<file path="config.mk">
export PLATFORM = sky130hd
export DESIGN_NAME = disk_seq_ctrl
export DESIGN_NICKNAME = d
export VERILOG_FILES = /design/src/rtl/disk_seq_pkg.sv /design/src/rtl/disk_seq_ready_track.sv /design/src/rtl/disk_seq_set_logic.sv /design/src/rtl/disk_seq_prio_pick.sv /design/src/rtl/disk_seq_ctrl.sv
export SDC_FILE = /design/constraint.sdc
export NUM_CORES = 1
export LEC_CHECK = 0
export BUFFER_PORTS_ARGS = -buffer_cell sky130_fd_sc_hd__clkbuf_2
export CORE_AREA = 2 2 46 48
export CTS_BUF_LIST = sky130_fd_sc_hd__clkbuf_4 sky130_fd_sc_hd__clkbuf_8 sky130_fd_sc_hd__clkbuf_16
export DETAILED_ROUTE_END_ITERATION = 8
export DIE_AREA = 0 0 48 50
export MAX_ROUTING_LAYER = met4
export PLACE_DENSITY = 0.72
export RECOVER_POWER = 25
export SLEW_MARGIN = 20
export SYNTH_ARGS = -nofsm -noshare
export SYNTH_HDL_FRONTEND = slang
export SYNTH_SLANG_ARGS = --single-unit
</file>
<file path="constraint.sdc">
create_clock -name clk -period 3.9 [get_ports clk]
set_input_delay 0.78 -clock clk [delete_from_list [all_inputs] [get_ports clk]]
set_output_delay 0.78 -clock clk [all_outputs]
set_load 0.02 [all_outputs]
</file>
<file path="src/rtl/disk_seq_pkg.sv">
package disk_seq_pkg;

    localparam int NS   = 7;
    localparam int FN_W = 3;

    localparam int ST_IDLE  = 0;
    localparam int ST_RECAL = 1;
    localparam int ST_SEEK  = 2;
    localparam int ST_CLRHD = 3;
    localparam int ST_WRITE = 4;
    localparam int ST_INCHD = 5;
    localparam int ST_READ  = 6;

    typedef logic [NS-1:0]   st_vec_t;
    typedef logic [FN_W-1:0] fn_t;

    localparam fn_t FN_IDLE   = 3'd0;
    localparam fn_t FN_SEEK   = 3'd1;
    localparam fn_t FN_READ   = 3'd2;
    localparam fn_t FN_WRITE  = 3'd3;
    localparam fn_t FN_RECAL  = 3'd4;
    localparam fn_t FN_RDALL  = 3'd5;
    localparam fn_t FN_WRALL  = 3'd6;
    localparam fn_t FN_WRCHK  = 3'd7;

    typedef struct packed {
        logic init_type;   // idle, seek, recal
        logic recal_go;    // recal/idle class with bit 2 set
        logic seek_fn;
        logic xfer;        // any transfer function
        logic plain_xfer;  // read, write, write check
        logic all_fn;      // read all, write all
        logic write_all;
        logic write_data;
    } fn_class_t;

    function automatic fn_class_t classify_fn(fn_t code);
        fn_class_t c;
        c.recal_go   = (code[1:0] == 2'b00) && code[2];
        c.init_type  = (code == FN_IDLE) || (code == FN_SEEK) || (code == FN_RECAL);
        c.seek_fn    = (code == FN_SEEK);
        c.plain_xfer = (code == FN_READ) || (code == FN_WRITE) || (code == FN_WRCHK);
        c.all_fn     = (code == FN_RDALL) || (code == FN_WRALL);
        c.xfer       = c.plain_xfer || c.all_fn;
        c.write_all  = (code == FN_WRALL);
        c.write_data = (code == FN_WRITE);
        return c;
    endfunction

    // rank 0 wins; maps a rank to the state bit it arbitrates for
    function automatic int rank_state(int rank);
        case (rank)
            0:       return ST_IDLE;
            1:       return ST_RECAL;
            2:       return ST_SEEK;
            3:       return ST_READ;
            4:       return ST_WRITE;
            5:       return ST_INCHD;
            default: return ST_CLRHD;
        endcase
    endfunction

endpackage

</file>
<file path="src/rtl/disk_seq_ready_track.sv">
module disk_seq_ready_track (
    input  logic clk,
    input  logic rst,
    input  logic unit_ready,
    input  logic seek_req,
    output logic ready_rise,
    output logic armed_q
);
    logic ready_d;

    assign ready_rise = unit_ready && !ready_d;

    always_ff @(posedge clk) begin
        if (rst) begin
            ready_d <= 1'b0;
            armed_q <= 1'b0;
        end else begin
            ready_d <= unit_ready;
            if (seek_req)
                armed_q <= 1'b1;
            else if (ready_rise)
                armed_q <= 1'b0;
        end
    end
endmodule

</file>
<file path="src/rtl/disk_seq_set_logic.sv">
module disk_seq_set_logic
    import disk_seq_pkg::*;
(
    input  st_vec_t   st,
    input  fn_class_t fc,
    input  logic      ctl_clear,
    input  logic      cyl_match,
    input  logic      hdr_match,
    input  logic      normal_mode,
    input  logic      clk_dlyd,
    input  logic      sector_end,
    input  logic      index_sync,
    input  logic      sector_pulse,
    input  logic      wc_overflow,
    input  logic      job_done,
    input  logic      head_inc,
    input  logic      tag_restart,
    input  logic      initiate,
    input  logic      execute,
    input  logic      ready_rise,
    input  logic      armed_q,
    output logic      seek_req,
    output st_vec_t   set_vec
);
    logic seek_done, wr_fmt, wr_all_norm, wr_data_norm;

    always_comb begin
        seek_req  = st[ST_CLRHD] && tag_restart && fc.xfer && !cyl_match;
        seek_done = st[ST_SEEK] && armed_q && ready_rise && fc.xfer;

        wr_fmt       = !st[ST_IDLE] && fc.write_all && cyl_match && !normal_mode
                       && index_sync && sector_pulse;
        wr_all_norm  = normal_mode && fc.write_all && st[ST_READ] && hdr_match && sector_pulse;
        wr_data_norm = normal_mode && fc.write_data && st[ST_READ] && hdr_match && clk_dlyd;

        set_vec = '0;
        set_vec[ST_IDLE]  = ctl_clear || job_done
                            || (tag_restart && fc.init_type)
                            || (wc_overflow && sector_end)
                            || (head_inc && fc.all_fn)
                            || (sector_end && fc.plain_xfer);
        set_vec[ST_RECAL] = fc.recal_go && st[ST_IDLE] && initiate;
        set_vec[ST_SEEK]  = (fc.seek_fn && st[ST_IDLE] && initiate) || seek_req;
        set_vec[ST_READ]  = normal_mode &&
                            ((st[ST_CLRHD] && tag_restart && fc.xfer && cyl_match) || seek_done);
        set_vec[ST_WRITE] = wr_fmt || wr_all_norm || wr_data_norm;
        set_vec[ST_INCHD] = st[ST_WRITE] && !index_sync && fc.write_all && !normal_mode
                            && sector_pulse;
        set_vec[ST_CLRHD] = (st[ST_IDLE] && execute && fc.xfer) || (seek_done && !normal_mode);
    end
endmodule

</file>
<file path="src/rtl/disk_seq_prio_pick.sv">
module disk_seq_prio_pick
    import disk_seq_pkg::*;
(
    input  st_vec_t set_vec,
    output st_vec_t grant
);
    always_comb begin
        logic taken;
        taken = 1'b0;
        grant = '0;
        for (int k = 0; k < NS; k++) begin
            if (set_vec[rank_state(k)] && !taken) begin
                grant[rank_state(k)] = 1'b1;
                taken = 1'b1;
            end
        end
    end
endmodule

</file>
<file path="src/rtl/disk_seq_ctrl.sv">
module disk_seq_ctrl
    import disk_seq_pkg::*;
(
    input  logic            clk,
    input  logic            rst,
    input  logic            ctl_clear,
    input  logic [FN_W-1:0] fn_code,
    input  logic            cyl_match,
    input  logic            hdr_match,
    input  logic            normal_mode,
    input  logic            unit_ready,
    input  logic            clk_dlyd,
    input  logic            sector_end,
    input  logic            index_sync,
    input  logic            sector_pulse,
    input  logic            wc_overflow,
    input  logic            job_done,
    input  logic            head_inc,
    input  logic            tag_restart,
    input  logic            initiate,
    input  logic            execute,
    output logic [NS-1:0]   state_q,
    output logic [NS-1:0]   enter_pulse
);
    fn_class_t fc;
    st_vec_t   set_vec, grant;
    logic      seek_req, ready_rise, armed_q;

    assign fc = classify_fn(fn_code);

    disk_seq_ready_track u_ready (
        .clk        (clk),
        .rst        (rst),
        .unit_ready (unit_ready),
        .seek_req   (seek_req),
        .ready_rise (ready_rise),
        .armed_q    (armed_q)
    );

    disk_seq_set_logic u_set (
        .st           (state_q),
        .fc           (fc),
        .ctl_clear    (ctl_clear),
        .cyl_match    (cyl_match),
        .hdr_match    (hdr_match),
        .normal_mode  (normal_mode),
        .clk_dlyd     (clk_dlyd),
        .sector_end   (sector_end),
        .index_sync   (index_sync),
        .sector_pulse (sector_pulse),
        .wc_overflow  (wc_overflow),
        .job_done     (job_done),
        .head_inc     (head_inc),
        .tag_restart  (tag_restart),
        .initiate     (initiate),
        .execute      (execute),
        .ready_rise   (ready_rise),
        .armed_q      (armed_q),
        .seek_req     (seek_req),
        .set_vec      (set_vec)
    );

    disk_seq_prio_pick u_pick (
        .set_vec (set_vec),
        .grant   (grant)
    );

    always_ff @(posedge clk) begin
        if (rst) begin
            state_q     <= st_vec_t'(1) << ST_IDLE;
            enter_pulse <= '0;
        end else begin
            if (|grant)
                state_q <= grant;
            enter_pulse <= grant & ~state_q;
        end
    end

    assert_one_state_R1: assert property (@(posedge clk) disable iff (rst)
        $countones(state_q) == 1);

    assert_clear_to_idle_R2: assert property (@(posedge clk) disable iff (rst)
        ctl_clear |=> state_q[ST_IDLE]);

    assert_recal_from_idle_R4: assert property (@(posedge clk) disable iff (rst)
        $rose(state_q[ST_RECAL]) |-> $past(state_q[ST_IDLE]) && $past(initiate));

    assert_read_source_R6: assert property (@(posedge clk) disable iff (rst)
        $rose(state_q[ST_READ]) |-> $past(state_q[ST_CLRHD]) || $past(state_q[ST_SEEK]));

    assert_seek_read_edge_R7: assert property (@(posedge clk) disable iff (rst)
        ($rose(state_q[ST_READ]) && $past(state_q[ST_SEEK]))
            |-> $past(unit_ready) && !$past(unit_ready, 2));

    assert_write_trigger_R8: assert property (@(posedge clk) disable iff (rst)
        $rose(state_q[ST_WRITE]) |-> $past(sector_pulse) || $past(clk_dlyd));

    assert_inc_from_write_R9: assert property (@(posedge clk) disable iff (rst)
        $rose(state_q[ST_INCHD]) |-> $past(state_q[ST_WRITE]) && $past(sector_pulse));

    assert_pulse_marks_entry_R12: assert property (@(posedge clk) disable iff (rst)
        (|enter_pulse) |-> (enter_pulse == state_q) && $changed(state_q));

endmodule

</file>
After elaboration in Yosys (flattened, before gate mapping)
Index checks and enable logic that the tools add are counted.

operators by class
  reduce and logical (&&, ||, !) cells = 82
  equality and inequality tests = 7
  muxes and demuxes = 36
  $lt $le $gt $ge = 14
  bitwise gates (word level) = 8

operators with widths
  cell                                                                     number
  32-bit by 1-bit >= comparator with 1-bit output (second input constant)  7
  32-bit by 5-bit < comparator with 1-bit output (second input constant)   7
  32-bit two-way mux                                                       7
  1-bit logical AND                                                        51
  7-bit two-way mux                                                        7
  7-bit bitwise OR                                                         6
  1-bit demux with 3-bit select                                            7
  1-bit logical OR                                                         16
  1-bit two-way mux                                                        15
  3-bit equality test (second input constant)                              4
  1-bit zero test                                                          11
  7-bit bitwise AND                                                        1
  7-bit inverter                                                           1
  7-bit OR reduction                                                       1
  3-bit by 2-bit equality test with 1-bit output (second input constant)   2
  3-bit by 1-bit equality test with 1-bit output (second input constant)   1
  3-bit zero test                                                          1
  2-bit zero test                                                          1
  2-bit nonzero test                                                       1

word-level totals
  register bits = 16
  word-level logic and storage cells = 151
  output and inout port bits = 14

Depth between registers and ports, before layout
Gate-level depths: netlist of the first run.

  depth after elaboration = 34
  depth in mapped cells = 5

Hierarchy
From an unflattened synthesis of the first run, not the netlist that was laid out.

unflattened totals
  cells, all modules = 91
  area total of the unflattened synthesis = 808.3 µm²

modules (own cells, without submodules)
  module                sequential area each (µm²)  area an instance (µm²)  cells an instance  instances
  disk_seq_ctrl         280.3                       546.8                   55                 1
  disk_seq_set_logic    0.0                         118.9                   20                 1
  disk_seq_prio_pick    0.0                         71.3                    9                  1
  disk_seq_ready_track  40.0                        71.3                    7                  1

Worst setup path before layout of the first run
No wires, ideal clock.

  path kind = input to register
  start point = input port job_done
  end point = register state_q[3]
  slack = 1.873 ns
  data arrival time = 1.924 ns
  stages = 4
  required time = 3.797 ns
  path buffers = 0
  path through = or3_4 -> a311oi_4 -> nand4_4 -> a2111oi_2

between the ends
  word-level cells in the longest chain between the ends = 25
  elaborated cells between the ends (all ways) = 37
  those cells by class = mux: 13; bitwise: 6; reduce/logical: 18

RTL lines
  item                  RTL line                  RTL
  from (decl)           disk_seq_ctrl.sv:17       input logic job_done,
  1-bit logical OR *    disk_seq_set_logic.sv:37  set_vec[ST_IDLE] = ctl_clear || job_done
  1-bit logical OR *    disk_seq_set_logic.sv:38  || (tag_restart && fc.init_type)
  1-bit logical OR *    disk_seq_set_logic.sv:39  || (wc_overflow && sector_end)
  1-bit logical OR *    disk_seq_set_logic.sv:40  || (head_inc && fc.all_fn)
  1-bit logical OR *    disk_seq_set_logic.sv:41  || (sector_end && fc.plain_xfer);
  1-bit two-way mux     disk_seq_prio_pick.sv:12  if (set_vec[rank_state(k)] && !taken) begin
  1-bit zero test       disk_seq_prio_pick.sv:12
  1-bit logical AND     disk_seq_prio_pick.sv:12
  (+9 left out)         --
  1-bit two-way mux     disk_seq_prio_pick.sv:12
  1-bit zero test       disk_seq_prio_pick.sv:12
  1-bit logical AND     disk_seq_prio_pick.sv:12
  1-bit two-way mux     disk_seq_prio_pick.sv:12
  1-bit zero test       disk_seq_prio_pick.sv:12
  1-bit logical AND     disk_seq_prio_pick.sv:12
  7-bit two-way mux *   disk_seq_prio_pick.sv:12
  7-bit OR reduction    disk_seq_ctrl.sv:73       if (|grant)
  to (signal assigned)  disk_seq_ctrl.sv:70       state_q <= st_vec_t'(1) << ST_IDLE;
  to (signal assigned)  disk_seq_ctrl.sv:74       state_q <= grant;
  to (decl)             disk_seq_ctrl.sv:22       output logic [NS-1:0] state_q,

Mark *: on every way between the ends. The rest lies on a longest branch, timed or not.
A chain may end at the register's enable or synchronous reset.

Worst setup path in the final report of the first run
  start point = input port fn_code[1]
  end point = register state_q[3]

between the ends
  word-level cells in the longest chain between the ends = 28
  elaborated cells between the ends (all ways) = 87
  those cells by class = eq/ne: 7; mux: 13; bitwise: 6; reduce/logical: 61

RTL lines
  item                                                                               RTL line                                RTL
  from (decl)                                                                        disk_seq_ctrl.sv:7                      input logic [FN_W-1:0] fn_code,
  3-bit by 1-bit equality test with 1-bit output or 3-bit zero test (tied branches)  disk_seq_pkg.sv:40, disk_seq_pkg.sv:41
  1-bit logical OR (2 in series)                                                     disk_seq_pkg.sv:40                      c.init_type = (code == FN_IDLE) || (code == FN_SEEK) || (code == FN_RECAL);
  1-bit logical AND                                                                  disk_seq_set_logic.sv:38
  1-bit logical OR                                                                   disk_seq_set_logic.sv:38
  1-bit logical OR                                                                   disk_seq_set_logic.sv:39
  1-bit logical OR                                                                   disk_seq_set_logic.sv:40
  1-bit logical OR                                                                   disk_seq_set_logic.sv:41
  1-bit two-way mux                                                                  disk_seq_prio_pick.sv:12
  (+11 left out)                                                                     --
  1-bit two-way mux                                                                  disk_seq_prio_pick.sv:12
  1-bit zero test                                                                    disk_seq_prio_pick.sv:12
  1-bit logical AND                                                                  disk_seq_prio_pick.sv:12
  1-bit two-way mux                                                                  disk_seq_prio_pick.sv:12
  1-bit zero test                                                                    disk_seq_prio_pick.sv:12
  1-bit logical AND                                                                  disk_seq_prio_pick.sv:12
  7-bit two-way mux *                                                                disk_seq_prio_pick.sv:12
  7-bit OR reduction                                                                 disk_seq_ctrl.sv:73

Marked as above.

==> impl_metrics.tcl, run 1 <==
set metrics [dict create \
    status "completed" \
    ios 34 \
    ctsLongestPathBuffers 2 \
    synth_edf_count 0 \
    num_antenna_cells 0 \
    worstHoldPathCells 1 \
    htree_levels 1 \
    yosys.area.top_type "dfxtp_1" \
    placed_cell_area_um2 996 \
    syn_nets 104 \
    cts_tree "done" \
    track_usage 0.176 \
    r2r_start "state_q[0]$_SDFFE_PP1P_" \
    end_kind "flop" \
    use_met2 0.293 \
    overflow 0 \
    rr_endpoint "enter_pulse[3]$_SDFF_PP0_" \
    cp_max_fo 9 \
    num_rows 16 \
    yosysUniqueCellTypes 41 \
    synthToLayoutAreaGrowth_pct 27.6 \
    rsz0062_at_grt "false" \
    gp_congestion 0.856 \
    wl_per_cell_um 12.2 \
    antenna_found_initial 0 \
    io_buffers 33 \
    avgViaCountPerCell 5.35 \
    vdd_ir_drop_max_mv 0.109 \
    vias 786 \
    critical_path_arrival_ns 2.18 \
    numCtsBuffers 3 \
    synth_top_area_share 0.399 \
    hp-class "flop to flop" \
    coreArea_um2 1900 \
    clock_latency_ns 0.29 \
    cts_setup_buffers 0 \
    drv_cap 0 \
    initial_utilization 0.422 \
    tightest_slew_ns 0.473 \
    avgSynthCellArea_um2 9.55 \
    min_period_ns 2.00 \
    worstSetupStartpointType "input pin" \
    cp.required_ns 4.08 \
    skew_ns 0.00800 \
    synth.most_common_cell "dfxtp_1" \
    fp.dieW_um 48 \
    grt_pass1_wl_um 2990 \
    cts.sinks 16 \
    ctsHoldBuffers 0 \
    fin_nets 141 \
    maxSlewViolCount 0 \
    ant_nets 0 \
    fin_tns_setup_ns 0 \
    ff2ff_path_depth 4 \
    fmax_mhz 500 \
    power_leakage_nw 0.407 \
    p_per_area_nw_per_um2 307 \
    crit_type "input pin to flop" \
    reg2reg_slack_ns 2.33 \
    grt_max_degree 10 \
    layout-drive-gt1-share 0.325 \
    min_from "state_q[1]$_SDFFE_PP0P_" \
    cts_root_buf "clkbuf_4" \
    ys_seq_elements 16 \
    finalSetupViolCount 0 \
    hold_end "enter_pulse[1]$_SDFF_PP0_" \
    grt.busiest_layer "met2" \
    synth_common_cells "dfxtp_1, nor2_1, nand3_1" \
    grtUsageMet1 0.204 \
    drt_iter0_markers 21 \
    finalCritPeriodShare 0.512 \
    grt_use_met3 0.0330 \
    slew_headroom 0.685 \
    cts.clk_slew.worst_paths_ns 0.09 \
    route.detailed.drc 0 \
    drt-pass1-iter-count 4 \
    wirelength_um 1790 \
    die-area_um2 2400 \
    cts_resized 0 \
    grt_pass1_vias 736 \
    ys_seq_area_frac 0.399 \
    synth_flop_cell "dfxtp_1" \
    synthCells 84 \
    synth.area.top_cells "dfxtp_1, nand3_1, a311oi_4" \
    final_area_um2 1020 \
    hpwl_um 1490 \
    synth_area_um2 802 \
    die_height_um 50 \
    yosysWarnings 0 \
    final_hold_viol_count 0 \
    synth-async-reset-ratio 0 \
]
[power breakdown]
part	switching, mW	internal, mW	total, mW
Combinational	0.0234	0.0170	0.0404
Clock	0.0521	0.0568	0.109
Sequential	0.000756	0.164	0.165
Total	0.0763	0.238	0.314
[metal layers]
metal | part of all wire | wire length, µm
met1 | 0.44 | 786
met2 | 0.50 | 888
met3 | 0.050 | 90
met4 | 0.015 | 27
met5 | 0 | 0
[metrics by stage]
| stage | instances | worst slack (ns) | hold WS (ns) | power (mW) | utilization |
|---|---|---|---|---|---|
| final | 147 | 1.90 | 0.453 | 0.314 | 0.538 |
| after global routing | 147 | 1.71 | 0.475 | 0.329 | 0.538 |
| after CTS | 147 | 1.94 | 0.453 | 0.316 | 0.543 |
| after detailed placement | 143 | 1.65 | 0.440 | 0.210 | 0.524 |
| after global placement | 143 | 1.72 | 0.434 | 0.209 | 0.524 |
| after floorplan | 84 | 1.87 | 0.448 | 0.192 | - |
[cell usage in the layout, fill, tap and decap left out, drive strengths merged, types with 2 or more instances in the layout]
master,n
nor3,3
nand2b,2
nand3,6
a211o,2
a21oi,4
clkbuf,37
nor2,7
and3b,3
nor4,2
nand2,3
or3,3
inv,3
o31ai,2
nand4,3
a311oi,2
o21ai,4
dfxtp,16
[worst max path at each step]
stage | slack, ns | startpoint | end
after floorplan | 1.87 | job_done | state_q[3]$_SDFFE_PP0P_
after global placement | 1.72 | job_done | state_q[3]$_SDFFE_PP0P_
after detailed placement | 1.65 | job_done | state_q[3]$_SDFFE_PP0P_
after CTS | 1.94 | job_done | state_q[3]$_SDFFE_PP0P_
after global routing | 1.71 | fn_code[1] | state_q[3]$_SDFFE_PP0P_
final | 1.90 | fn_code[1] | state_q[3]$_SDFFE_PP0P_
[cells by family (layout without fill, tap and decap cells)]
| kind of cell | count (synthesis) | in the layout | share of synthesized area |
|---|---|---|---|
| buf+inv | 4 | 40 | 0.0203 |
| compound gates | 24 | 24 | 0.256 |
| flops | 16 | 16 | 0.399 |
| simple gates | 38 | 38 | 0.303 |
| xor+xnor | 2 | 2 | 0.0218 |
[critical path, cell delays in order]
cell and delay [ns]:
clkbuf_1 0.20, a21oi_1 0.45, o32a_2 0.27, nand4_4 0.17
a2111oi_2 0.31
[cell type report]
cell class                 count  area [µm²]
tap                           27        33.8
inverter                       3        11.3
fill                         187         878
sequential                    16         320
multi-input combinational     64         465
timing repair buffer          33         156
clock buffer                   4        36.3
[state kept, by name (all words and copies together) (netlist names)]
name	count
enter_pulse	7
state_q	7
u_ready.armed_q	1
u_ready.ready_d	1
No activity file was read; power rests on OpenSTA's default activity.
==> inputs of run 2 (changes only) <==
clock period = 1.85 ns   (was 3.9 ns; I/O delays follow)
==> run 2 against run 1 <==
- non-clock buffer count is 1 higher
- register-to-register slack got worse by 2.0 ns
- clock skew grew 0.00051 ns
- core utilization shrank 0.26 points
- sequential power grew 110%
- routed wire length decreased by 0.61%
- largest cell class unchanged
- global-route usage down 0.16 points
- sequential share of layout area increased by 0.15 points
- hold slack got worse by 0.18 ns
- first-iteration DRC count down 33%
- combinational power is 120% higher
==> impl_metrics.tcl, run 2 (synthesis results as in run 1) <==
set metrics [dict create \
    antenna_found_initial 0 \
    placed_cell_area_um2 1000 \
    drt_iter0_markers 14 \
    cp.required_ns 2.06 \
    clock_latency_ns 0.29 \
    path_delay_family "compound AO/OA/AOI/OAI gates" \
    avgViaCountPerCell 5.29 \
    final.setup.worst_slack_ns 0.289 \
    wirelength_um 1780 \
    cts_resized 0 \
    power_leakage_nw 0.407 \
    rsz0062_at_grt "false" \
    slew_headroom 0.664 \
    worstSetupStartpointType "flop" \
    overflow 0 \
    fp.dieW_um 48 \
    total_power_mw 0.614 \
    min_period_ns 1.56 \
    cts.clk_slew.worst_paths_ns 0.09 \
    tightest_slew_ns 0.503 \
    gp_congestion 0.857 \
    grt_pass1_vias 719 \
    maxSlewViolCount 0 \
    vdd_ir_drop_max_mv 0.269 \
    vias 778 \
    die_height_um 50 \
    hpwl_um 1460 \
    cts_root_buf "clkbuf_4" \
    fin_util 0.536 \
    drt-pass1-iter-count 5 \
    end_kind "flop" \
    ctsLongestPathBuffers 2 \
    crit_type "flop to flop" \
    initial_utilization 0.422 \
    num_rows 16 \
    critPathSlowestCell "dfxtp_1" \
    drv_cap 0 \
    io_buffers 33 \
    cts_setup_buffers 0 \
    ctsHoldBuffers 0 \
    cts_tree "done" \
    num_antenna_cells 0 \
    status "completed" \
    most-common-layout-cells "clkbuf_2, dfxtp_1, nor2_1" \
    ant_nets 0 \
    r2r_start "state_q[0]$_SDFFE_PP1P_" \
    numCtsBuffers 3 \
    ios 34 \
    finalSetupViolCount 0 \
    track_usage 0.174 \
    htree_levels 1 \
    grt_max_degree 9 \
    skew_ns 0.00851 \
    final_area_um2 1020 \
    cts.sinks 16 \
    startpoint "state_q[0]$_SDFFE_PP1P_" \
    hp-class "input pin to flop" \
    p_per_area_nw_per_um2 603 \
    holdWs_ns 0.277 \
    slowest_delay_ns 0.46 \
    fmax_mhz 641 \
    layout-drive-gt1-share 0.333 \
    finalCritPeriodShare 0.844 \
    grt_pass1_wl_um 2940 \
    top_regs "enter_pulse (7), state_q (7)" \
    fin_tns_setup_ns 0 \
    dpl.cell_count 144 \
    die-area_um2 2400 \
    min_from "rst" \
    cp_num_buf_inv 0 \
    coreArea_um2 1900 \
    cp_max_fo 8 \
    wl_per_cell_um 12.1 \
    final_hold_viol_count 0 \
    instances_no_fill 147 \
    worstPathCellList "a21boi_0, a211o_1, or3_1, nor3_2" \
    synthToLayoutAreaGrowth_pct 27.0 \
    fin_nets 142 \
    critical_path_arrival_ns 1.77 \
    pre_cts_ws_ns 0.0526 \
    layout_commonest_cell "clkbuf_2" \
    route.detailed.drc 0 \
]
==> run 2: cell count changes in the layout (fill, tap and decap cells not counted), sizes merged <==
cell    delta
buf        +1
clkbuf     -1
==> run 2: report_power, final <==
part           switching, mW  total (mW)  internal (mW)
registers            0.00173       0.348          0.347
logic                 0.0495      0.0869         0.0374
clock network          0.103       0.179         0.0756
total                  0.154       0.614          0.460
==> run 2: routing by layer <==
| layer | track usage | vias to the layer above | part of all wire |
|---|---|---|---|
| met5 | - | - | 0 |
| met4 | 0.0901 | 0 | 0.022 |
| met3 | 0.0256 | 5 | 0.044 |
| met2 | 0.273 | 22 | 0.48 |
| met1 | 0.206 | 346 | 0.45 |
| li1 | - | 405 | - |
==> run 2: final timing paths <==
kind | end | slack (ns) | cells past startpoint
max | enter_pulse[3]$_SDFF_PP0_ | 0.29 | 4
max reg2reg | enter_pulse[3]$_SDFF_PP0_ | 0.29 | 4
min reg2reg | enter_pulse[1]$_SDFF_PP0_ | 0.46 | 1
min | u_ready.ready_d$_SDFF_PP0_ | 0.28 | 2
==> run 2: layout make-up <==
type,count,area (µm²)
clock buffer,3,22.5
fill,188,883
inverter,3,11.3
multi-input combinational,64,465
sequential,16,320
tap,27,33.8
timing repair buffer,34,165
